File: config.mk
export PLATFORM = sky130hd
export DESIGN_NAME = edge_irq_status
export DESIGN_NICKNAME = d
export VERILOG_FILES = /design/src/rtl/eirq_pkg.sv /design/src/rtl/eirq_edge_detect.sv /design/src/rtl/eirq_cause_bank.sv /design/src/rtl/eirq_mask_reg.sv /design/src/rtl/eirq_combine.sv /design/src/rtl/edge_irq_status.sv
export SDC_FILE = /design/constraint.sdc
export NUM_CORES = 1
export LEC_CHECK = 0
export ABC_CLOCK_PERIOD_IN_PS = 1400
export BUFFER_PORTS_ARGS = -buffer_cell sky130_fd_sc_hd__buf_4
export CAP_MARGIN = 0
export CORE_ASPECT_RATIO = 1.1
export CORE_UTILIZATION = 42
export CTS_CLUSTER_SIZE = 28
export DETAILED_ROUTE_END_ITERATION = 7
export PLACE_DENSITY = 0.78
export SLEW_MARGIN = 10
export SYNTH_ARGS = -nofsm -noshare
export SYNTH_HDL_FRONTEND = slang
export SYNTH_SLANG_ARGS = --single-unit
File: constraint.sdc
create_clock -name clk -period 1.4 [get_ports clk]
set_clock_uncertainty 0.1 [all_clocks]
set_input_delay 0 -clock clk [delete_from_list [all_inputs] [get_ports clk]]
set_output_delay 0 -clock clk [all_outputs]
set_load 0.005 [all_outputs]
File: src/rtl/eirq_pkg.sv
package eirq_pkg;

  parameter int unsigned FLAG_COUNT = 13;

  typedef enum int unsigned {
    IDX_DONE       = 0,
    IDX_IDLE_RDY   = 1,
    IDX_RXQ_RDY    = 2,
    IDX_TXQ_RDY    = 3,
    IDX_RXQ_EMPTY  = 4,
    IDX_RXQ_FULL   = 5,
    IDX_TXQ_EMPTY  = 6,
    IDX_TXQ_FULL   = 7,
    IDX_RX_UNDER   = 8,
    IDX_RX_OVER    = 9,
    IDX_TX_UNDER   = 10,
    IDX_TX_OVER    = 11,
    IDX_HDR_NOADDR = 12
  } flag_idx_e;

endpackage

File: src/rtl/eirq_edge_detect.sv
module eirq_edge_detect #(
  parameter int unsigned WIDTH = 13
) (
  input  logic             clk,
  input  logic             rst,
  input  logic [WIDTH-1:0] level_in,
  output logic [WIDTH-1:0] level_prev,
  output logic [WIDTH-1:0] rise
);

  logic [WIDTH-1:0] prev_q;

  for (genvar b = 0; b < WIDTH; b++) begin : g_bit
    always_ff @(posedge clk) begin
      if (rst) prev_q[b] <= 1'b0;
      else     prev_q[b] <= level_in[b];
    end
    assign rise[b] = level_in[b] & ~prev_q[b];
  end

  assign level_prev = prev_q;

endmodule

File: src/rtl/eirq_cause_bank.sv
module eirq_cause_bank #(
  parameter int unsigned WIDTH = 13
) (
  input  logic             clk,
  input  logic             rst,
  input  logic [WIDTH-1:0] set_vec,
  input  logic             clr_en,
  input  logic [WIDTH-1:0] clr_vec,
  output logic [WIDTH-1:0] cause
);

  logic [WIDTH-1:0] cause_q;
  logic [WIDTH-1:0] clr_eff;

  assign clr_eff = clr_en ? clr_vec : '0;

  for (genvar b = 0; b < WIDTH; b++) begin : g_bit
    always_ff @(posedge clk) begin
      if (rst)             cause_q[b] <= 1'b0;
      else if (set_vec[b]) cause_q[b] <= 1'b1;
      else if (clr_eff[b]) cause_q[b] <= 1'b0;
    end
  end

  assign cause = cause_q;

endmodule

File: src/rtl/eirq_mask_reg.sv
module eirq_mask_reg #(
  parameter int unsigned WIDTH = 13
) (
  input  logic             clk,
  input  logic             rst,
  input  logic             wr_en,
  input  logic [WIDTH-1:0] wr_data,
  output logic [WIDTH-1:0] mask
);

  logic [WIDTH-1:0] mask_q;

  always_ff @(posedge clk) begin
    if (rst)        mask_q <= '0;
    else if (wr_en) mask_q <= wr_data;
  end

  assign mask = mask_q;

endmodule

File: src/rtl/eirq_combine.sv
module eirq_combine #(
  parameter int unsigned WIDTH = 13
) (
  input  logic             clk,
  input  logic             rst,
  input  logic [WIDTH-1:0] cause,
  input  logic [WIDTH-1:0] mask,
  output logic             irq
);

  logic [WIDTH-1:0] gated;
  logic             irq_q;

  for (genvar b = 0; b < WIDTH; b++) begin : g_gate
    assign gated[b] = cause[b] & mask[b];
  end

  always_ff @(posedge clk) begin
    if (rst) irq_q <= 1'b0;
    else     irq_q <= |gated;
  end

  assign irq = irq_q;

endmodule

File: src/rtl/edge_irq_status.sv
module edge_irq_status #(
  parameter int unsigned NUM_FLAGS = eirq_pkg::FLAG_COUNT
) (
  input  logic                 clk,
  input  logic                 rst,
  input  logic [NUM_FLAGS-1:0] flags_i,
  input  logic                 mask_wr_en,
  input  logic [NUM_FLAGS-1:0] mask_wr_data,
  input  logic                 clr_wr_en,
  input  logic [NUM_FLAGS-1:0] clr_wr_data,
  output logic [NUM_FLAGS-1:0] cause_o,
  output logic [NUM_FLAGS-1:0] mask_o,
  output logic [NUM_FLAGS-1:0] level_o,
  output logic                 irq_o
);

  logic [NUM_FLAGS-1:0] rise_w;
  logic [NUM_FLAGS-1:0] cause_w;
  logic [NUM_FLAGS-1:0] mask_w;

  eirq_edge_detect #(.WIDTH(NUM_FLAGS)) u_edge (
    .clk        (clk),
    .rst        (rst),
    .level_in   (flags_i),
    .level_prev (level_o),
    .rise       (rise_w)
  );

  eirq_cause_bank #(.WIDTH(NUM_FLAGS)) u_cause (
    .clk     (clk),
    .rst     (rst),
    .set_vec (rise_w),
    .clr_en  (clr_wr_en),
    .clr_vec (clr_wr_data),
    .cause   (cause_w)
  );

  eirq_mask_reg #(.WIDTH(NUM_FLAGS)) u_mask (
    .clk     (clk),
    .rst     (rst),
    .wr_en   (mask_wr_en),
    .wr_data (mask_wr_data),
    .mask    (mask_w)
  );

  eirq_combine #(.WIDTH(NUM_FLAGS)) u_comb (
    .clk   (clk),
    .rst   (rst),
    .cause (cause_w),
    .mask  (mask_w),
    .irq   (irq_o)
  );

  assign cause_o = cause_w;
  assign mask_o  = mask_w;

endmodule

* After elaboration in Yosys (flattened, before gate mapping) *
Cells that the tools add are included.
Widths: inputs -> output; s select.

storage, ports and cells
  register bits after elaboration = 40
  bits in latches = 0
  RAM bits = 0
  bits in read-only memories = 0
  bits of input ports = 43
  output and inout bits = 40
  word-level logic and storage cells = 108
  memories kept = 0

cells by class
  add/subtract/negate cells = 0
  multipliers = 0
  divide/modulo/power cells = 0
  magnitude comparators = 0
  equal/unequal tests = 0
  shift-type cells = 0
  mux-type cells = 27
  bitwise operators = 39
  reduce and logical (&&, ||, !) cells = 14

operators with widths
  operator           count
  $and 1x1->1        26
  $mux 1             26
  $reduce_bool 2->1  13
  $mux 13            1
  $not 1->1          13
  $reduce_or 13->1   1

* Longest topological paths before layout *
Gate-level depths: netlist (run 1).

  depth in word-level cells = 3
  depth in mapped cells = 4
  mapped depth without buffers = 3

* Modules after synthesis *
From an unflattened synthesis (run 1), not the netlist that was laid out.

second synthesis, totals
  cells, all modules = 145
  area, all modules = 1596.5 um^2

modules (own cells, without submodules)
  module            instances  cells an instance  area each (um^2)  seq. area each (um^2)
  eirq_cause_bank   1          54                 563.0             260.2
  eirq_edge_detect  1          40                 476.7             260.2
  eirq_mask_reg     1          42                 474.2             260.2
  eirq_combine      1          9                  82.6              20.0

* Worst setup path before layout (run 1) *
OpenSTA, ideal clock, no wires.

  path type = flip-flop to flip-flop
  start = register u_mask.mask_q[1], in the netlist u_mask.mask[1]
  end = register u_comb.irq_q, in the netlist u_comb.irq
  library setup time = 0.129 ns
  arrival = 0.833 ns
  required time = 1.171 ns
  slack = 0.337 ns
  cell stages (with the launch flop) = 4
  path buffers = 0
  period minus slack after synthesis = 1.063 ns
  cell sequence = dfxtp_1 a222oi_1 and3_1 a31oi_1

between the ends
  longest elaborated chain between the ends = 2

RTL lines
  item                      line                 source
  start: declaration        eirq_mask_reg.sv:11  logic [WIDTH-1:0] mask_q;
  start signal: assignment  eirq_mask_reg.sv:15  else if (wr_en) mask_q <= wr_data;
  $and 1x1->1               eirq_combine.sv:15   assign gated[b] = cause[b] & mask[b];
  $reduce_or 13->1          eirq_combine.sv:20   else irq_q <= |gated;
  end signal: assignment    eirq_combine.sv:20
  end: declaration          eirq_combine.sv:12   logic irq_q;

No other way between the ends.
A chain may end at the register's enable or synchronous reset.

* Final worst setup path (run 1) *
  start = input port rst
  end = register u_mask.mask_q[4], in the netlist u_mask.mask[4]

RTL lines
  item                line                  source
  start: declaration  edge_irq_status.sv:5  input logic rst,

No word-level cell between the ends.

==> flow_summary_export.csv, run 1 <==
group,metric,value,unit
global_routing,first_global_vias,2020,
critical_path,arrival,1510,ps
timing,drv_slew,0,
detailed_routing,drtIter0Drc,83,
critical_path,max_stage_delay,580,ps
yosys,synth_top_family_by_area,"simple AND/OR/NAND/NOR gates",
detailed_routing,viasPerCell,5.168,
clocking,cts_setup_buffers,0,
place,io_buffers,82,
detailed_routing,drc,3,
detailed_routing,wl_per_cell,17.81,µm
power,ir_drop,0.0008237,V
timing,finalHoldViolCount,0,
clocking,cts_tree,"built",
status,status,"finished, violations left",
final_layout,final_cells,340,
global_routing,grt_max_degree,41,
yosys,synth-compound-area-share,8.622,%
detailed_routing,drt-total-wl,6.056,mm
global_routing,antenna_found_initial,0,
yosys,syn_area,0.001408,mm²
yosys,synth_area_leader_cell,"dfxtp_1",
yosys,yosys_warnings,0,
timing,setup_tns,0,ps
final_layout,syn_to_final_growth,105.4,%
place,dp.cells,255,
timing,period_share,97.83,%
critical_path,cp-start-kind,"input port",
detailed_routing,route.met3.wl,366,µm
floorplan,pin_count,83,
place,dp_hpwl,2.655,mm
yosys,syn_nets,189,
yosys,synth-seq-cells,40,
yosys,muxShareOfSynthArea,9.244,%
timing,max_slew_margin,75.49,%
global_routing,grt_usage,36.45,%
final_layout,final_common_cell,"buf_4",
clocking,numCtsBuffers,5,
hold_path,hp-class,"in -> reg",
critical_path,cp_common_cell,"dlygate4sd3_1",
status,failed_checks,"DRC",
yosys,synth-xor-area-share,0,%
power,p_leak,1.347,nW
clocking,cts_root_buffer,"clkbuf_4",
clocking,max-clock-path-buffers,2,
yosys,syn_inst,146,
clocking,cts-htree-levels,2,
final_layout,n_antenna_cell,0,
clocking,clkTransAtPathRegs,130,ps
yosys,ys_top_cells_by_area,"dfxtp_1 57%, nor2b_1 12%, mux2i_1 9.2%, nor2_1 6.9%, a21oi_1 4.6%",
final_layout,drive_above_1_share,30.07,%
detailed_routing,top_layer_used,"met4",
yosys,synth.avg_cell_area,9.641,µm²
power,pwr_density_cell,908.1,mW/mm²
place,routabilityCongestion,0.7783,
floorplan,coreArea,0.003127,mm²
final_layout,final_nets,348,
floorplan,die_h,62.72,µm
detailed_routing,wl_met1,2.141,mm
clocking,clk_latency,360,ps
run,cap_violations,0,
timing,tightest_slew,367.7,ps
critical_path,crit_family,"buffers and inverters",
floorplan,rows,21,
critical_path,path_cells,"dlygate4sd3_1 -> buf_8 -> nor2_1 -> dlygate4sd3_1",
timing,rsz0062_at_grt,"false",
timing,fmax,0.7301,GHz
yosys,synthSimpleGateAreaFrac,22.40,%
final_layout,finish.instance_area,0.002892,mm²
clocking,clock_sinks,40,
detailed_routing,dr_wl_met2,3.289,mm
global_routing,grt_pass1_wl,9.542,mm
floorplan,start_util,45.02,%
floorplan,dieArea,0.003587,mm²
floorplan,die_w,57.20,µm
place,place_area,0.002026,mm²
yosys,synth_top_area_share,56.89,%
critical_path,cp_max_fo,40,
critical_path,critical_path_required,1540,ps
critical_path,setup.worst_path.end_class,"register",
timing,finalSetupViolCount,0,
critical_path,crit_type,"in -> reg",
final_layout,final_cell_mix,"81 x buf_4, 77 x dlygate4sd3_1, 40 x dfxtp_1",
yosys,synthAdderAreaFrac,0,%
detailed_routing,firstDrtPassIters,6,
yosys,ys_seq_area_share,56.89,%
critical_path,slowest_stage,"dlygate4sd3_1",
global_routing,overflow,0,
yosys,yosysUniqueCellTypes,16,
timing,fin_crit,1370,ps
critical_path,worst-path-buf-inv,3,
detailed_routing,drtAntennaViolNets,0,
detailed_routing,num_vias,1757,
==> Yosys cell counts, drive strengths merged <==
master  count
a21oi      13
a221oi      1
a222oi      1
a22o        1
a22oi       3
a31oi       1
and3        1
buf         4
clkbuf      3
dfxtp      40
mux2i      13
nand2      13
nor2       26
nor2b      26
==> repair_timing <==
| item | in CTS | in global routing |
|---|---|---|
| gates resized for setup | 0 | 5 |
| setup endpoints to repair | 0 | 21 |
| hold endpoints to repair | 40 | 0 |
| hold buffers | 79 | 0 |
==> final timing paths <==
path,endpoint,slack (ps),startpoint,cells past startpoint
hold reg to reg,u_cause.cause[6],470,u_cause.cause[6],2
hold / removal,u_mask.mask[7],40,mask_wr_en,3
setup reg to reg,u_mask.mask[4],40,u_mask.mask[4],3
setup / recovery,u_mask.mask[4],30,rst,4
==> power by group <==
part	switching, W	total [W]	internal (W)	leakage, nW
sequential	0.0000626	0.00128	0.00121	0.332
combinational	0.000213	0.000593	0.000380	0.973
clock	0.000384	0.000758	0.000374	0.0422
==> routing by layer <==
metal	vias up	global-route usage [%]
met5	-	0
met4	0	25.91
met3	30	9.938
met2	76	66.03
met1	851	34.42
li1	800	-
==> layout make-up <==
cell class / instances / area, µm²
fillers: 106 / 235.2
clock inverters: 2 / 35.03
clock buffers: 6 / 41.29
well taps: 34 / 42.54
flip-flops and latches: 40 / 800.8
multi-input cells: 99 / 578.1
repair buffers: 159 / 1394
==> kinds of logic (layout without fill, tap and decap cells) <==
kind of cell	Yosys count	count (layout)
simple gates	66	66
flops	40	40
compound gates	20	20
mux	13	13
buf+inv	7	167
==> state kept, by name, summed over array words and instances (netlist names) <==
| signal | flops |
|---|---|
| u_mask.mask | 13 |
| u_cause.cause | 13 |
| u_edge.level_prev | 13 |
| u_comb.irq | 1 |
==> stage by stage <==
step	worst slack, ps	hold slack, ps	power [W]	utilization (%)
floorplan	337.4	28.18	0.001422	-
global placement	288.5	119.3	0.001639	64.79
detailed placement	201.1	123.8	0.001653	64.79
CTS	17.20	424.6	0.002571	92.52
global route	7.937	93.36	0.002733	92.48
finish	30.41	38.59	0.002626	92.48
==> worst min-delay path, delay by kind of cell <==
| family | cells | cell delay [ps] |
|---|---|---|
| buf+inv | 1 | 200 |
| mux | 1 | 160 |
| simple gates | 1 | 100 |
(Power assumes the default switching activity.)
==> run 2: changes to the inputs <==
--- a/config.mk
+++ b/config.mk
@@ -10,6 +10,7 @@
 export CAP_MARGIN = 0
 export CORE_ASPECT_RATIO = 1.1
 export CORE_UTILIZATION = 42
+export CTS_BUF_LIST = sky130_fd_sc_hd__clkbuf_4 sky130_fd_sc_hd__clkbuf_8 sky130_fd_sc_hd__clkbuf_16
 export CTS_CLUSTER_SIZE = 28
 export DETAILED_ROUTE_END_ITERATION = 7
 export PLACE_DENSITY = 0.78
==> run 2 against run 1 <==
Against the previous run: the run still ends with DRC left; clock power rose by 4.2%; sequential power barely moved; clock-buffer cell count did not move; sequential share of layout area rose by 0.26 points; global-route usage rose by 0.37 points; wire length rose by 1.9%; first-iteration DRC count rose by 27%; worst hold slack got worse by 16 ps; power rose by 1.1%; critical path depth did not move; non-clock buffer count fell by 2; worst setup slack got worse by 18 ps; largest cell class unchanged.
==> flow_summary_export.csv, run 2 (synthesis gave the netlist of run 1 again) <==
group,metric,value,unit
clocking,cts_tree,"built",
global_routing,first_global_vias,2034,
critical_path,critical_path_required,1540,ps
critical_path,crit_type,"in -> reg",
clocking,clk_latency,360,ps
final_layout,final_common_cell,"buf_4",
floorplan,coreArea,0.003127,mm²
global_routing,grt-busiest-layer,"met2",
power,comb_power_share,22.1,%
final_layout,drive_above_1_share,30.92,%
power,pwr_density_cell,923.8,mW/mm²
floorplan,dieArea,0.003587,mm²
clocking,clkTransAtPathRegs,110,ps
clocking,clock_sinks,40,
final_layout,n_antenna_cell,0,
global_routing,use_met1,36.47,%
critical_path,slowest_stage,"dlygate4sd3_1",
floorplan,rows,21,
timing,max_slew_margin,72.27,%
global_routing,grt_max_degree,41,
detailed_routing,num_vias,1746,
floorplan,die_w,57.20,µm
place,io_buffers,82,
hold_path,hp-class,"in -> reg",
global_routing,grt_usage,36.83,%
power,p_int,0.001982,W
timing,holdWs,22.41,ps
timing,finalSetupViolCount,0,
clocking,cts-htree-levels,2,
detailed_routing,drtAntennaViolNets,0,
timing,setup_tns,0,ps
global_routing,antenna_found_initial,0,
hold_path,hold_depth,3,
timing,tightest_slew,415.9,ps
clocking,cts_setup_buffers,0,
detailed_routing,wl_per_cell,18.26,µm
power,sw_frac_of_total,25.34,%
final_layout,final_cell_mix,"81 x buf_4, 75 x dlygate4sd3_1, 38 x dfxtp_1",
clocking,cts_root_buffer,"clkbuf_4",
floorplan,die_h,62.72,µm
global_routing,overflow,0,
detailed_routing,drtIter0Drc,105,
place,routabilityCongestion,0.7783,
power,clkPwrFrac,29.7,%
global_routing,met3_usage,7.246,%
power,p_seq_share,48.1,%
critical_path,cp.depth,4,
floorplan,start_util,45.02,%
critical_path,reg2regPathDepth,3,
power,power,0.002655,W
detailed_routing,drc,8,
global_routing,grt_util_met2,68.97,%
critical_path,arrival,1530,ps
critical_path,max_stage_delay,590,ps
timing,period_share,99.14,%
power,p_sw,0.0006728,W
detailed_routing,firstDrtPassIters,6,
run,cap_violations,0,
critical_path,path_cells,"dlygate4sd3_1 -> buf_8 -> nor2b_1 -> dlygate4sd3_1",
power,p_leak,1.348,nW
timing,finalHoldViolCount,0,
power,ir_drop,0.0008567,V
critical_path,cp_common_cell,"dlygate4sd3_1",
critical_path,worst-path-buf-inv,3,
final_layout,finish.instance_area,0.002874,mm²
clocking,max-clock-path-buffers,2,
final_layout,fin_util,91.92,%
floorplan,pin_count,83,
place,dp_hpwl,2.655,mm
place,place_area,0.002026,mm²
status,status,"finished, violations left",
critical_path,cp-start-kind,"input port",
detailed_routing,drt-total-wl,6.173,mm
final_layout,syn_to_final_growth,104.2,%
status,failed_checks,"DRC",
timing,fmax,0.7205,GHz
clocking,numCtsBuffers,5,
global_routing,grt_pass1_wl,9.722,mm
timing,drv_slew,0,
detailed_routing,viasPerCell,5.166,
timing,rsz0062_at_grt,"false",
critical_path,crit_family,"buffers and inverters",
final_layout,final_nets,346,
critical_path,setup.worst_path.end_class,"register",
timing,fin_crit,1388,ps
critical_path,cp_max_fo,40,
-- run 2: power by group through the flow --
stage	clock network (W)	registers [W]	logic, W
floorplan	0	0.00129	0.000133
global placement	0	0.00128	0.000355
detailed placement	0	0.00129	0.000364
CTS	0.000778	0.00126	0.000548
global route	0.000833	0.00128	0.000624
finish	0.000790	0.00128	0.000588
-- run 2: area by class of cell --
class	count	area [µm²]
clock buffers	6	45.04
clock inverters	2	35.03
fillers	104	252.7
multi-input cells	99	574.3
flip-flops and latches	40	803.3
well taps	34	42.54
repair buffers	157	1374
-- run 2: tightest hold or removal path, delay by kind of cell --
family	cells	cell delay [ps]
multiplexers	1	140
AND/OR/NAND/NOR	1	100
buffers and inverters	1	190
-- run 2: per-layer routing --
layer | part of all wire (%) | vias up
li1 | - | 791
met1 | 36 | 848
met2 | 55 | 89
met3 | 6.1 | 18
met4 | 3.1 | 0
met5 | 0 | -
-- run 2: per-stage QoR --
step	setup slack (ps)	cells
floorplan	337.4	146
global placement	288.5	255
detailed placement	201.1	255
CTS	17.20	342
global route	0.1996	338
finish	12.04	338
-- run 2: final timing paths --
check / startpoint / to / slack, ps
setup reg to reg: u_mask.mask[8] / u_mask.mask[8] / 30
hold reg to reg: u_cause.cause[10] / u_cause.cause[10] / 450
hold / removal: mask_wr_en / u_mask.mask[0] / 20
setup / recovery: rst / u_edge.level_prev[10] / 10
-- run 2: what timing repair did --
item | 4_1_cts | 5_1_grt
endpoints found under the setup margin | 0 | 24
gates resized for setup | 0 | 6
hold endpoints to repair | 40 | 0
hold buffers | 79 | 0
